## config.mk

```make
export PLATFORM = sky130hd
export DESIGN_NAME = card_lane_seq
export DESIGN_NICKNAME = d
export VERILOG_FILES = /design/src/rtl/pcc_pkg.sv /design/src/rtl/pcc_plan.sv /design/src/rtl/pcc_beat_timer.sv /design/src/rtl/pcc_lane_steer.sv /design/src/rtl/card_lane_seq.sv
export SDC_FILE = /design/constraint.sdc
export NUM_CORES = 1
export LEC_CHECK = 0
export BUFFER_PORTS_ARGS = -buffer_cell sky130_fd_sc_hd__buf_2
export CAP_MARGIN = 20
export CELL_PAD_IN_SITES_DETAIL_PLACEMENT = 0
export CELL_PAD_IN_SITES_GLOBAL_PLACEMENT = 1
export CORE_MARGIN = 2
export CORE_UTILIZATION = 38
export DETAILED_ROUTE_END_ITERATION = 7
export PLACE_DENSITY_LB_ADDON = 0.1
export SLEW_MARGIN = 20
export SYNTH_ARGS = -nofsm -noshare
export SYNTH_HDL_FRONTEND = slang
export SYNTH_SLANG_ARGS = --single-unit
```

## constraint.sdc

```tcl
create_clock -name clk -period 3.3 [get_ports clk]
set_clock_uncertainty 0.2 [all_clocks]
set_input_delay 0.33 -clock clk [delete_from_list [all_inputs] [get_ports clk]]
set_output_delay 0.33 -clock clk [all_outputs]
set_load 0.02 [all_outputs]
```

## src/rtl/pcc_pkg.sv

```systemverilog
package pcc_pkg;
  typedef enum logic [1:0] {
    SZ_BYTE = 2'd0,
    SZ_HALF = 2'd1,
    SZ_WORD = 2'd2,
    SZ_RSVD = 2'd3
  } acc_size_e;

  typedef enum logic [1:0] {
    SP_MEM  = 2'd0,
    SP_ATTR = 2'd1,
    SP_IO   = 2'd2,
    SP_RSVD = 2'd3
  } acc_space_e;

  typedef struct packed {
    logic bad;     // no defined bus operation
    logic split;   // two low-lane byte cycles
    logic use_lo;  // low-lane enable in first cycle
    logic use_hi;  // high-lane enable in first cycle
    logic upper;   // single byte on the high lane
  } lane_plan_t;
endpackage

```

## src/rtl/pcc_plan.sv

```systemverilog
module pcc_plan
  import pcc_pkg::*;
(
  input  acc_size_e  size_i,
  input  acc_space_e space_i,
  input  logic [1:0] addr_lo_i,
  input  logic       io16_n_i,
  output lane_plan_t plan_o
);
  logic wide;

  always_comb begin
    wide   = (space_i == SP_MEM) || (space_i == SP_ATTR) ||
             ((space_i == SP_IO) && !io16_n_i);
    plan_o = '0;
    case (size_i)
      SZ_WORD: begin
        if (wide && (addr_lo_i == 2'b00)) begin
          plan_o.use_lo = 1'b1;
          plan_o.use_hi = 1'b1;
        end else begin
          plan_o.bad = 1'b1;
        end
      end
      SZ_HALF: begin
        if (addr_lo_i[0]) begin
          plan_o.bad = 1'b1;
        end else if (wide) begin
          plan_o.use_lo = 1'b1;
          plan_o.use_hi = 1'b1;
        end else begin
          plan_o.split  = 1'b1;
          plan_o.use_lo = 1'b1;
        end
      end
      SZ_BYTE: begin
        if (wide && addr_lo_i[0]) begin
          plan_o.use_hi = 1'b1;
          plan_o.upper  = 1'b1;
        end else begin
          plan_o.use_lo = 1'b1;
        end
      end
      default: plan_o.bad = 1'b1;
    endcase
    if (space_i == SP_RSVD) plan_o.bad = 1'b1;
    if (plan_o.bad) begin
      plan_o.split  = 1'b0;
      plan_o.use_lo = 1'b0;
      plan_o.use_hi = 1'b0;
      plan_o.upper  = 1'b0;
    end
  end
endmodule

```

## src/rtl/pcc_beat_timer.sv

```systemverilog
module pcc_beat_timer #(
  parameter int LEN = 2
) (
  input  logic clk,
  input  logic rst,
  input  logic start_i,
  output logic last_o
);
  localparam int CW = (LEN > 1) ? $clog2(LEN) : 1;
  localparam logic [CW-1:0] LAST = CW'(LEN - 1);

  logic [CW-1:0] cnt;
  logic          run;

  always_ff @(posedge clk) begin
    if (rst) begin
      run <= 1'b0;
      cnt <= '0;
    end else if (start_i) begin
      run <= 1'b1;
      cnt <= '0;
    end else if (run) begin
      if (cnt == LAST) run <= 1'b0;
      else             cnt <= cnt + 1'b1;
    end
  end

  assign last_o = run && (cnt == LAST);
endmodule

```

## src/rtl/pcc_lane_steer.sv

```systemverilog
module pcc_lane_steer
  import pcc_pkg::*;
(
  input  acc_size_e   size_i,
  input  logic        split_i,
  input  logic        upper_i,
  input  logic        beat_i,
  input  logic [31:0] wdata_i,
  input  logic [31:0] bus_rdata_i,
  input  logic [31:0] rdata_cur_i,
  output logic [31:0] bus_wdata_o,
  output logic [31:0] rdata_next_o
);
  always_comb begin
    if (size_i == SZ_WORD) begin
      bus_wdata_o  = wdata_i;
      rdata_next_o = bus_rdata_i;
    end else if (split_i) begin
      bus_wdata_o  = beat_i ? {24'd0, wdata_i[15:8]} : {24'd0, wdata_i[7:0]};
      rdata_next_o = beat_i ? {16'd0, bus_rdata_i[7:0], rdata_cur_i[7:0]}
                            : {24'd0, bus_rdata_i[7:0]};
    end else if (size_i == SZ_HALF) begin
      bus_wdata_o  = {16'd0, wdata_i[15:0]};
      rdata_next_o = {16'd0, bus_rdata_i[15:0]};
    end else if (upper_i) begin
      bus_wdata_o  = {16'd0, wdata_i[7:0], 8'd0};
      rdata_next_o = {24'd0, bus_rdata_i[15:8]};
    end else begin
      bus_wdata_o  = {24'd0, wdata_i[7:0]};
      rdata_next_o = {24'd0, bus_rdata_i[7:0]};
    end
  end
endmodule

```

## src/rtl/card_lane_seq.sv

```systemverilog
module card_lane_seq
  import pcc_pkg::*;
#(
  parameter int AW      = 26,
  parameter int CYC_LEN = 2
) (
  input  logic          clk,
  input  logic          rst,
  input  logic          req_valid,
  input  logic [1:0]    req_size,
  input  logic [1:0]    req_space,
  input  logic [AW-1:0] req_addr,
  input  logic          req_write,
  input  logic [31:0]   req_wdata,
  input  logic          io16_n,
  output logic          bus_ce_lo_n,
  output logic          bus_ce_hi_n,
  output logic [AW-1:0] bus_addr,
  output logic          bus_wr,
  output logic [31:0]   bus_wdata,
  input  logic [31:0]   bus_rdata,
  output logic          done,
  output logic          err,
  output logic [31:0]   rdata
);
  typedef enum logic [1:0] {ST_IDLE, ST_ACT, ST_GAP} seq_state_e;

  seq_state_e  state;
  lane_plan_t  plan_live;
  acc_size_e   size_q, size_s;
  logic        split_q, upper_q, beat_q, wr_q;
  logic        split_s, upper_s, beat_s;
  logic [31:0] wdata_q, wdata_s, wd_steer, rd_next;
  logic        accept, t_start, t_last;

  pcc_plan u_plan (
    .size_i    (acc_size_e'(req_size)),
    .space_i   (acc_space_e'(req_space)),
    .addr_lo_i (req_addr[1:0]),
    .io16_n_i  (io16_n),
    .plan_o    (plan_live)
  );

  assign accept  = (state == ST_IDLE) && req_valid;
  assign t_start = (accept && !plan_live.bad) || (state == ST_GAP);

  pcc_beat_timer #(.LEN(CYC_LEN)) u_timer (
    .clk     (clk),
    .rst     (rst),
    .start_i (t_start),
    .last_o  (t_last)
  );

  assign size_s  = (state == ST_IDLE) ? acc_size_e'(req_size) : size_q;
  assign split_s = (state == ST_IDLE) ? plan_live.split : split_q;
  assign upper_s = (state == ST_IDLE) ? plan_live.upper : upper_q;
  assign wdata_s = (state == ST_IDLE) ? req_wdata : wdata_q;
  assign beat_s  = (state == ST_GAP) || beat_q;

  pcc_lane_steer u_steer (
    .size_i       (size_s),
    .split_i      (split_s),
    .upper_i      (upper_s),
    .beat_i       (beat_s),
    .wdata_i      (wdata_s),
    .bus_rdata_i  (bus_rdata),
    .rdata_cur_i  (rdata),
    .bus_wdata_o  (wd_steer),
    .rdata_next_o (rd_next)
  );

  always_ff @(posedge clk) begin
    if (rst) begin
      state       <= ST_IDLE;
      size_q      <= SZ_BYTE;
      split_q     <= 1'b0;
      upper_q     <= 1'b0;
      beat_q      <= 1'b0;
      wr_q        <= 1'b0;
      wdata_q     <= '0;
      bus_ce_lo_n <= 1'b1;
      bus_ce_hi_n <= 1'b1;
      bus_addr    <= '0;
      bus_wr      <= 1'b0;
      bus_wdata   <= '0;
      done        <= 1'b0;
      err         <= 1'b0;
      rdata       <= '0;
    end else begin
      done <= 1'b0;
      err  <= 1'b0;
      case (state)
        ST_IDLE: begin
          if (accept) begin
            rdata <= '0;
            if (plan_live.bad) begin
              done <= 1'b1;
              err  <= 1'b1;
            end else begin
              size_q      <= acc_size_e'(req_size);
              split_q     <= plan_live.split;
              upper_q     <= plan_live.upper;
              beat_q      <= 1'b0;
              wr_q        <= req_write;
              wdata_q     <= req_wdata;
              bus_ce_lo_n <= !plan_live.use_lo;
              bus_ce_hi_n <= !plan_live.use_hi;
              bus_addr    <= req_addr;
              bus_wr      <= req_write;
              bus_wdata   <= wd_steer;
              state       <= ST_ACT;
            end
          end
        end
        ST_ACT: begin
          if (t_last) begin
            bus_ce_lo_n <= 1'b1;
            bus_ce_hi_n <= 1'b1;
            if (!wr_q) rdata <= rd_next;
            if (split_q && !beat_q) begin
              beat_q   <= 1'b1;
              bus_addr <= bus_addr + 1'b1;
              state    <= ST_GAP;
            end else begin
              beat_q <= 1'b0;
              done   <= 1'b1;
              state  <= ST_IDLE;
            end
          end
        end
        ST_GAP: begin
          bus_ce_lo_n <= 1'b0;
          bus_wdata   <= wd_steer;
          state       <= ST_ACT;
        end
        default: state <= ST_IDLE;
      endcase
    end
  end
endmodule

```

==> flow_summary.ini <==
[global_route]
grt.overflow.total = 0
grt_usage_pct = 21.72
grt_pass1_vias = 6320
grt_first_pass_wirelength_um = 31860
grt_max_degree = 73
antenna_found_initial = 0

[logic_synthesis]
muxShareOfSynthArea_pct = 5.414
synth_xor_area_share_pct = 0.1316
synth_area_leaders = dfxtp_1 (41%), nand2_1 (6.9%), a21oi_1 (6.7%), nor2_1 (3.0%), mux2i_1 (2.7%)
synth-main-ff-cell = dfxtp_1
yosysWarnings = 0
postSynth.asyncResetShare_pct = 0
yosys.area.top_type = dfxtp_1
synthSimpleGateAreaFrac_pct = 23.10
synth_area_um2 = 6656
synthAdderAreaFrac_pct = 0.9398
synth_compound_area_share_pct = 23.68
synth_top_family_by_area = compound AO/OA/AOI/OAI gates
synth-edff-count = 0
ys_ff_latch = 136
synth_fp_nets = 895
ys_seq_area_share_pct = 40.90
ys_types = 74
synthTopCellsByCount = dfxtp_1 (136), nand2_1 (123), a21oi_1 (89)
synth_cells = 791
syn_area_per_cell_um2 = 8.415
yosysMostFrequentCell = dfxtp_1
synth_top_area_share_pct = 40.90

[clock_tree]
clk_latency_ns = 0.42
ctsResizeCount = 0
cts_sinks = 136
cts-root-buf = clkbuf_16
clkTransAtPathRegs_ns = 0.06
cts_made_buffers = 17
cts.path.max_buffers = 2
cts_max_level = 4
cts_tree = built

[floorplanning]
initial_core_util_pct = 38.62
die_height_um = 136.4
die_w_um = 136.4
num_io_pins = 194
core_um2 = 17240
dieArea_um2 = 18590
rows = 48

[timing]
fin_tns_setup_ns = 0
relSlewSlack_pct = 41.28
period_needed_ns = 2.799
fmax_mhz = 357.3
grt_setup_unrepaired = no
drv_slew = 0
finalSetupViolCount = 0
period_share_pct = 84.81
tightest_slew_ns = 0.8743
hold_violations = 0

[final_layout]
layout.nets = 1125
area_growth_pct = 35.47
design_area_um2 = 9017
nFillCells = 1656
drive_gt1_share_pct = 27.27
antenna_cells = 0
final_util_pct = 52.32

[placement]
dpl_cell_area_um2 = 7707
gp_congestion = 0.8141
place_hpwl_um = 13640
port_buffers = 193

[critical_path]
critPathLaunchType = register
cp.arrival_ns = 2.94
crit_chain = inv_1 > ha_2 > nor3b_1 > a21oi_2 > and3_1 > a221oi_1 > nor3_1
critPathMaxFanout = 23
worstSetupPathType = reg -> reg
worst_ep_required_time_ns = 3.44
cp_slowest_cell = and3_1
critical_path.max_stage_delay_ns = 0.67
worst_setup_path_end_kind = register

[hold_path]
hold_class = in -> reg

[route]
ant_nets = 0
first_pass_iters = 5
drt-wirelength-per-cell_um = 16.03
drc = 0
drtIter0Drc = 387
wirelength_um = 20190
viasPerCell = 5.340
num_vias = 6723

[job]
maxCapViolCount = 0

[pwr]
leakagePower_nw = 3.768
p_sw_mw = 1.396
ir_drop_mv = 0.3756
intPower_mw = 3.466
p_comb_share_pct = 19.7
p_clk_share_pct = 43.0
sw_frac_of_total_pct = 28.72
p_per_area_nw_per_um2 = 539.2
p_seq_share_pct = 37.3

[status]
status = complete, no violations
flip-flops by register name, summed over array words and instances, names as in the netlist:
name	flops
beat_q	1
bus_addr	26
bus_ce_hi_n	1
bus_ce_lo_n	1
bus_wdata	32
done	1
err	1
rdata	32
size_q	2
split_q	1
state	2
u_timer.cnt	1
u_timer.run	1
upper_q	1
wdata_q	32
wr_q	1
metrics by stage:
| step | hold WS (ns) | total power, mW | std cells | setup WS [ns] |
|---|---|---|---|---|
| final | 0.05959 | 4.862 | 1259 | 0.5012 |
| after global routing | 0.05547 | 5.084 | 1259 | 0.2763 |
| after CTS | 0.04025 | 4.913 | 1259 | 0.5062 |
| after detailed placement | 0.2410 | 2.743 | 1161 | 0.5326 |
| after global placement | 0.2360 | 2.731 | 1161 | 0.5866 |
| after floorplan | 0.2338 | 2.456 | 791 | 1.004 |
cell families (layout without fill, tap and decap cells):
family / after synthesis / after routing
and+or+nand+nor: 305 / 305
AOI/OAI and AO/OA: 231 / 231
DFF: 136 / 136
buffers and inverters: 79 / 322
muxes: 34 / 34
adders and majority gates: 5 / 5
xor gates and xnor gates: 1 / 1
layout make-up:
type / instances / area [um2] / share of cell area [%]
well taps: 225 / 281.5 / 3.122
repair buffers: 277 / 1764 / 19.56
multi-input cells: 576 / 3551 / 39.38
flip-flops and latches: 136 / 2723 / 30.19
clock inverters: 14 / 220.2 / 2.442
inverters: 13 / 48.80 / 0.5411
clock buffers: 18 / 429.2 / 4.759
path summary, 6_finish.rpt:
path	startpoint	slack, ns	depth (start not counted)	to
setup reg to reg	state[1]	0.50	7	bus_wdata[1]
setup / recovery	state[1]	0.50	7	bus_wdata[1]
hold / removal	req_addr[4]	0.06	3	bus_addr[4]
hold reg to reg	bus_wdata[26]	0.25	2	bus_wdata[26]
worst max-delay path: cells and delay by family, from the launching register on:
family          cells  cell delay [ns]
buf+inv             1             0.09
simple gates        3             1.01
flops               1             0.34
compound gates      2             0.53
fa+ha+maj           1             0.55
placed cells by master (no fill, tap or decap), types with 19 or more instances in the layout:
cell and count:
dlygate4sd3_1 66, nor3_1 29, o21ai_0 25, buf_2 192, buf_4 19, dfxtp_1 136
nor2_1 53, a22oi_1 24, nand2_1 123, a21oi_1 89
power groups by stage:
stage               clock, mW  sequential (mW)  combinational, mW
global route             2.21             1.83               1.05
global placement            0             1.85              0.886
CTS                      2.14             1.81              0.956
finish                   2.09             1.82              0.957
floorplan                   0             1.91              0.550
detailed placement          0             1.85              0.892
metal layers:
layer,vias up,track usage [%],share of wire [%]
met3,21,4.623,6.9
met4,0,7.986,1.5
met5,-,0,0
met2,237,35.37,46
met1,3120,28.27,45
li1,3345,-,-
what timing repair did:
| action | 4_1_cts | 5_1_grt |
|---|---|---|
| buffers inserted | 0 | 0 |
| endpoints found under the hold margin | 61 | 0 |
| hold buffers | 66 | 0 |
Power figures use the tool's default switching activity.
